**config.mk**
```make
export PLATFORM = sky130hd
export DESIGN_NAME = sl_bus_regs
export DESIGN_NICKNAME = d
export VERILOG_FILES = /design/src/rtl/sl_bus_pkg.sv /design/src/rtl/sl_addr_decode.sv /design/src/rtl/sl_rx_chan.sv /design/src/rtl/sl_tx_chan.sv /design/src/rtl/sl_irq_arb.sv /design/src/rtl/sl_bus_regs.sv
export SDC_FILE = /design/constraint.sdc
export NUM_CORES = 1
export LEC_CHECK = 0
export BUFFER_PORTS_ARGS = -buffer_cell sky130_fd_sc_hd__clkbuf_2
export CORE_UTILIZATION = 37
export DETAILED_ROUTE_END_ITERATION = 12
export GPL_TIMING_DRIVEN = 1
export PLACE_DENSITY_LB_ADDON = 0.05
export SYNTH_ARGS = -nofsm -noshare
export SYNTH_HDL_FRONTEND = slang
export SYNTH_SLANG_ARGS = --single-unit
```
**constraint.sdc**
```tcl
create_clock -name clk_i -period 1.8 [get_ports clk_i]
set_clock_uncertainty 0.05 [all_clocks]
set_input_delay 0.54 -clock clk_i [delete_from_list [all_inputs] [get_ports clk_i]]
set_output_delay 0.54 -clock clk_i [all_outputs]
set_load 0.1 [all_outputs]
```
**src/rtl/sl_bus_pkg.sv**
```systemverilog
package sl_bus_pkg;
  typedef enum logic [1:0] {
    SEL_RXCS  = 2'd0,
    SEL_RXBUF = 2'd1,
    SEL_TXCS  = 2'd2,
    SEL_TXBUF = 2'd3
  } reg_sel_e;

  typedef enum logic {
    SRC_RX = 1'b0,
    SRC_TX = 1'b1
  } irq_src_e;

  localparam int FLAG_BIT = 7;
  localparam int IE_BIT   = 6;
  localparam int BLK_LSB  = 3;  // 8-byte window
endpackage

```
**src/rtl/sl_addr_decode.sv**
```systemverilog
module sl_addr_decode
  import sl_bus_pkg::*;
#(
  parameter int AW       = 18,
  parameter int ASTRAP_W = 8
) (
  input  logic [AW-1:1]       addr_i,
  input  logic [ASTRAP_W-1:0] strap_i,
  output logic                hit_o,
  output reg_sel_e            sel_o
);
  localparam int FIX_LO = BLK_LSB + ASTRAP_W;

  logic [AW-1:BLK_LSB] base_blk;

  // strap asserted -> address bit is zero
  for (genvar i = 0; i < ASTRAP_W; i++) begin : g_astrap
    assign base_blk[BLK_LSB+i] = ~strap_i[i];
  end

  // I/O page: all bits above the strapped field are ones
  for (genvar j = FIX_LO; j < AW; j++) begin : g_fixed
    assign base_blk[j] = 1'b1;
  end

  assign hit_o = (addr_i[AW-1:BLK_LSB] == base_blk);
  assign sel_o = reg_sel_e'(addr_i[2:1]);
endmodule

```
**src/rtl/sl_rx_chan.sv**
```systemverilog
module sl_rx_chan #(
  parameter int CW = 8
) (
  input  logic          clk_i,
  input  logic          rst_ni,
  input  logic          cs_we_i,
  input  logic          ie_d_i,
  input  logic          buf_rd_i,
  input  logic          rx_valid_i,
  input  logic [CW-1:0] rx_byte_i,
  output logic          done_o,
  output logic          ie_o,
  output logic [CW-1:0] data_o
);
  always_ff @(posedge clk_i or negedge rst_ni) begin
    if (!rst_ni) begin
      done_o <= 1'b0;
      ie_o   <= 1'b0;
      data_o <= '0;
    end else begin
      if (cs_we_i) ie_o <= ie_d_i;
      // new byte wins over a same-cycle buffer read
      if (rx_valid_i) begin
        data_o <= rx_byte_i;
        done_o <= 1'b1;
      end else if (buf_rd_i) begin
        done_o <= 1'b0;
      end
    end
  end
endmodule

```
**src/rtl/sl_tx_chan.sv**
```systemverilog
module sl_tx_chan #(
  parameter int CW = 8
) (
  input  logic          clk_i,
  input  logic          rst_ni,
  input  logic          cs_we_i,
  input  logic          ie_d_i,
  input  logic          buf_we_i,
  input  logic [CW-1:0] wbyte_i,
  input  logic          tx_ready_i,
  output logic          ready_o,
  output logic          ie_o,
  output logic          tx_valid_o,
  output logic [CW-1:0] tx_byte_o
);
  always_ff @(posedge clk_i or negedge rst_ni) begin
    if (!rst_ni) begin
      ready_o   <= 1'b1;
      ie_o      <= 1'b0;
      tx_byte_o <= '0;
    end else begin
      if (cs_we_i) ie_o <= ie_d_i;
      if (ready_o) begin
        if (buf_we_i) begin
          tx_byte_o <= wbyte_i;
          ready_o   <= 1'b0;
        end
      end else if (tx_ready_i) begin
        ready_o <= 1'b1;
      end
    end
  end

  assign tx_valid_o = ~ready_o;
endmodule

```
**src/rtl/sl_irq_arb.sv**
```systemverilog
module sl_irq_arb
  import sl_bus_pkg::*;
#(
  parameter int VSTRAP_W = 6
) (
  input  logic                  clk_i,
  input  logic                  rst_ni,
  input  logic                  req_rx_i,
  input  logic                  req_tx_i,
  input  logic                  ack_i,
  input  logic [VSTRAP_W-1:0]   strap_i,
  output logic                  vec_valid_o,
  output logic [VSTRAP_W+2:0]   vec_o
);
  irq_src_e src_q;
  logic     grant_q;

  always_ff @(posedge clk_i or negedge rst_ni) begin
    if (!rst_ni) begin
      grant_q <= 1'b0;
      src_q   <= SRC_RX;
    end else if (grant_q) begin
      if (ack_i) grant_q <= 1'b0;
    end else if (req_rx_i || req_tx_i) begin
      grant_q <= 1'b1;
      src_q   <= req_rx_i ? SRC_RX : SRC_TX;
    end
  end

  assign vec_valid_o = grant_q;
  // strap asserted -> vector bit is one; tx sits at base+4
  assign vec_o = grant_q ? {strap_i, (src_q == SRC_TX), 2'b00} : '0;
endmodule

```
**src/rtl/sl_bus_regs.sv**
```systemverilog
module sl_bus_regs
  import sl_bus_pkg::*;
#(
  parameter int AW       = 18,
  parameter int DW       = 16,
  parameter int CW       = 8,
  parameter int ASTRAP_W = 8,
  parameter int VSTRAP_W = 6
) (
  input  logic                 clk_i,
  input  logic                 rst_ni,
  input  logic [ASTRAP_W-1:0]  addr_strap_i,
  input  logic [VSTRAP_W-1:0]  vec_strap_i,
  input  logic                 bus_req_i,
  input  logic                 bus_we_i,
  input  logic [AW-1:1]        bus_addr_i,
  input  logic [DW-1:0]        bus_wdata_i,
  output logic                 bus_ack_o,
  output logic [DW-1:0]        bus_rdata_o,
  input  logic                 rx_valid_i,
  input  logic [CW-1:0]        rx_byte_i,
  output logic                 tx_valid_o,
  output logic [CW-1:0]        tx_byte_o,
  input  logic                 tx_ready_i,
  output logic                 irq_rx_o,
  output logic                 irq_tx_o,
  input  logic                 irq_ack_i,
  output logic                 vec_valid_o,
  output logic [VSTRAP_W+2:0]  vec_o
);
  logic     hit;
  reg_sel_e sel;
  logic     acc, acc_wr, acc_rd;
  logic     rx_done, rx_ie, tx_ready, tx_ie;
  logic [CW-1:0] rx_data;
  logic [DW-1:0] rd_mux;
  logic     unused_wdata;

  assign unused_wdata = ^bus_wdata_i[DW-1:CW];

  sl_addr_decode #(.AW(AW), .ASTRAP_W(ASTRAP_W)) u_dec (
    .addr_i (bus_addr_i),
    .strap_i(addr_strap_i),
    .hit_o  (hit),
    .sel_o  (sel)
  );

  assign acc    = bus_req_i & hit;
  assign acc_wr = acc & bus_we_i;
  assign acc_rd = acc & ~bus_we_i;

  sl_rx_chan #(.CW(CW)) u_rx (
    .clk_i     (clk_i),
    .rst_ni    (rst_ni),
    .cs_we_i   (acc_wr && sel == SEL_RXCS),
    .ie_d_i    (bus_wdata_i[IE_BIT]),
    .buf_rd_i  (acc_rd && sel == SEL_RXBUF),
    .rx_valid_i(rx_valid_i),
    .rx_byte_i (rx_byte_i),
    .done_o    (rx_done),
    .ie_o      (rx_ie),
    .data_o    (rx_data)
  );

  sl_tx_chan #(.CW(CW)) u_tx (
    .clk_i     (clk_i),
    .rst_ni    (rst_ni),
    .cs_we_i   (acc_wr && sel == SEL_TXCS),
    .ie_d_i    (bus_wdata_i[IE_BIT]),
    .buf_we_i  (acc_wr && sel == SEL_TXBUF),
    .wbyte_i   (bus_wdata_i[CW-1:0]),
    .tx_ready_i(tx_ready_i),
    .ready_o   (tx_ready),
    .ie_o      (tx_ie),
    .tx_valid_o(tx_valid_o),
    .tx_byte_o (tx_byte_o)
  );

  always_comb begin
    rd_mux = '0;
    unique case (sel)
      SEL_RXCS: begin
        rd_mux[FLAG_BIT] = rx_done;
        rd_mux[IE_BIT]   = rx_ie;
      end
      SEL_RXBUF: rd_mux[CW-1:0] = rx_data;
      SEL_TXCS: begin
        rd_mux[FLAG_BIT] = tx_ready;
        rd_mux[IE_BIT]   = tx_ie;
      end
      default: rd_mux = '0;
    endcase
  end

  always_ff @(posedge clk_i or negedge rst_ni) begin
    if (!rst_ni) begin
      bus_ack_o   <= 1'b0;
      bus_rdata_o <= '0;
    end else begin
      bus_ack_o   <= acc;
      bus_rdata_o <= acc_rd ? rd_mux : '0;
    end
  end

  assign irq_rx_o = rx_done & rx_ie;
  assign irq_tx_o = tx_ready & tx_ie;

  sl_irq_arb #(.VSTRAP_W(VSTRAP_W)) u_arb (
    .clk_i      (clk_i),
    .rst_ni     (rst_ni),
    .req_rx_i   (irq_rx_o),
    .req_tx_i   (irq_tx_o),
    .ack_i      (irq_ack_i),
    .strap_i    (vec_strap_i),
    .vec_valid_o(vec_valid_o),
    .vec_o      (vec_o)
  );
endmodule

```
==> reports/qor.csv <==
metric;value;unit
Final Cycle Share;103;%
largest family of logic cells by synthesized area;simple AND/OR/NAND/NOR gates;
final worst-path setup slack;-0.0516;ns
max-cap violations;0;
post-synthesis mux area share;15.1;%
full die area;0.00424;sq mm
Synth top cells by count;dfrtp_1, mux2_2, and2_1, buf_4, xor2_1;
layout cell share with drive strength beyond 1;64.6;%
Post-synth EDFFs;0;
drt total wl;3300;microns
CP Max Fanout;4;
Nets;290;
Pwr per Cell Area;647;mW/mm^2
Ys Warns;0;
vias in the first global route;1199;
Critical Path RT;1.21;ns
area leader, netlist;dfrtp_1;
outcome;complete, but fails checks;
number of buffers and inverters on the critical path;2;
initial antenna violation count;0;
post-synthesis compound-gate area fraction;2.46;%
clk buf depth;2;
CP delay by family, top;flip-flops;
XOR/XNOR share of the synthesized area;4.76;%
register area share after synthesis;52.8;%
Synth area leaders;dfrtp_1, mux2_2, and2_1, buf_4, xor2_1;
Yosys top cell area share;51.0;%
maximum vdd drop;633;uV
Slew @ Worst Pin;0.549;ns
vias;1265;
I/O pins;100;
Detailed Routing Iterations Pass 1;4;
Port Buf Inserts;81;
total routing usage reported by global routing;16.2;%
Hold Vio Cnt, Final;0;
floorplan core area;0.00374;sq mm
HP Class;input pin to asynchronous set/reset pin;
TritonCTS sink count;31;
Pleak;1.24;nW
antenna fix cells;0;
synth-to-layout area growth;62.0;%
Die Ht;65.1;microns
violated checks;negative setup slack;
Root Buffer Master;clkbuf_8;
Chip Width;65.1;microns
top_reg_cell synth;dfrtp_1;
Netlist cell types;23;
minimum clock period;1.85;ns
Design Area, Final;0.00239;sq mm
Worst path slowest cell;dfstp_2;
Setup CP Type;flop to output pin;
Slew Limit Fails;0;
FFs w/ async S/R, synth;100;%
synthesized-area fraction occupied by adder cells;0;%
syn_area_per_cell;11.9;sq um
first-pass GRT wire length;5100;microns
arrival time worst endpoint;1.26;ns
cell area after placement;0.00220;sq mm
Remaining DRCs;0;
filler cell count;324;
DRT iter0 DRCs;15;
setup total negative slack;-0.0516;ns
Starting Density;39.3;%
number of buffers created by CTS;5;
most common cell in the synthesized netlist;dfrtp_1;
clk slew on worst S/H paths;0.07;ns
max-slew headroom at the worst pin;63.4;%
DP HPWL;2560;microns
H-tree depth;2;
largest net degree at the start of global routing;24;
Setup crit end kind;output pin;
Fmax achieved;540;MHz
Fin Hold WS;0.177;ns
Synth Area in Simple Gates;18.2;%
DR WL/cell;11.9;microns
antenna-violating nets left;0;
Worst-Skew Late Latency;0.28;ns
FP Rows;22;
CTS tree;yes;
Placer Congestion;0.774;
Synth Instances;124;
crit-path cells;buf_6, and2_4, buf_12;
GR Overflow Total;0;
cts hold-fix bufs;0;
final setup vio count;1;
RSZ-0062 raised after global routing;yes;
number of synthesized register bits;31;
number of vias per cell;4.57;
startpoint types;flop;
Worst path max stage delay;0.54;ns
mapped cell area;0.00147;sq mm
-- state kept, by name (all words and copies together), names as in the netlist --
signal,flops
u_tx.tx_byte_o,8
u_rx.done_o,1
u_tx.ie_o,1
u_rx.ie_o,1
bus_rdata_o,8
u_rx.data_o,8
bus_ack_o,1
u_arb.src_q,1
u_tx.ready_o,1
u_arb.vec_valid_o,1
-- placed cells by master, fill, tap and decap left out, types with 6 or more instances in the layout --
master,Yosys,routed
and2_1,15,7
and2_4,0,7
buf_12,0,11
buf_4,10,17
clkbuf_2,0,70
conb_1,1,10
dfrtp_1,30,29
mux2_2,18,17
nand4_1,6,6
nor2_1,7,7
xor2_2,0,7
-- metrics by stage --
step / setup slack [ns] / util (%) / power (mW) / instances
2_1_floorplan: -0.107 / - / 0.907 / 133
3_3_place_gp: -0.190 / 58.9 / 0.992 / 262
3_5_place_dp: -0.214 / 58.9 / 0.998 / 262
4_1_cts: -0.0563 / 61.9 / 1.56 / 272
5_1_grt: -0.0908 / 63.7 / 1.62 / 277
6_report: -0.0516 / 63.7 / 1.54 / 277
-- metal layers --
metal | part of all wire (%) | vias up | track usage, %
li1 | - | 606 | -
met1 | 38 | 597 | 17.6
met2 | 54 | 57 | 29.2
met3 | 6.8 | 5 | 4.51
met4 | 1.2 | 0 | 7.61
met5 | 0 | - | 0
-- power by group --
| part | internal (mW) | switching, mW |
|---|---|---|
| registers | 0.715 | 0.00864 |
| logic | 0.0966 | 0.175 |
| clock network | 0.276 | 0.274 |
| total | 1.09 | 0.457 |
-- layout make-up --
class,count,area [sq um],share of cell area [%]
sequential,31,778,32.6
inverter,3,11.3,0.472
timing repair buffer,100,721,30.2
multi-input combinational,87,723,30.3
clock buffer,5,68.8,2.88
clock inverter,3,23.8,0.996
tap,48,60.1,2.52
-- cell families (layout without fill, tap and decap cells) --
family                    count (synthesis)  after routing
and+or+nand+nor                          43             43
DFF                                      31             31
muxes                                    20             20
buffers and inverters                    15            111
xor gates and xnor gates                  8              8
AOI/OAI and AO/OA                         6              6
other                                     1             10
-- worst paths after layout --
kind / slack (ns) / depth (start not counted) / from / to
max reg2reg: 0.13 / 5 / u_tx.ready_o$_DFF_PN1_ / u_tx.tx_byte_o[3]$_DFFE_PN0P_
max in group asynchronous: 0.99 / 2 / rst_ni / u_rx.data_o[3]$_DFFE_PN0P_
min reg2reg: 0.43 / 1 / u_rx.data_o[2]$_DFFE_PN0P_ / bus_rdata_o[2]$_DFF_PN0_
min: 0.18 / 1 / rst_ni / u_rx.data_o[1]$_DFFE_PN0P_
min in group clk_i: 0.41 / 3 / tx_ready_i / u_tx.ready_o$_DFF_PN1_
max: -0.05 / 3 / u_tx.ready_o$_DFF_PN1_ / irq_tx_o
-- timing repair --
action                                  4_1_cts  5_1_grt
pin swaps                                     0        2
resized for setup                             2        6
cloned                                        0        1
setup buffers                                 2        4
endpoints found under the setup margin        1        9
Note: power is estimated with default switching activity, not from simulation.
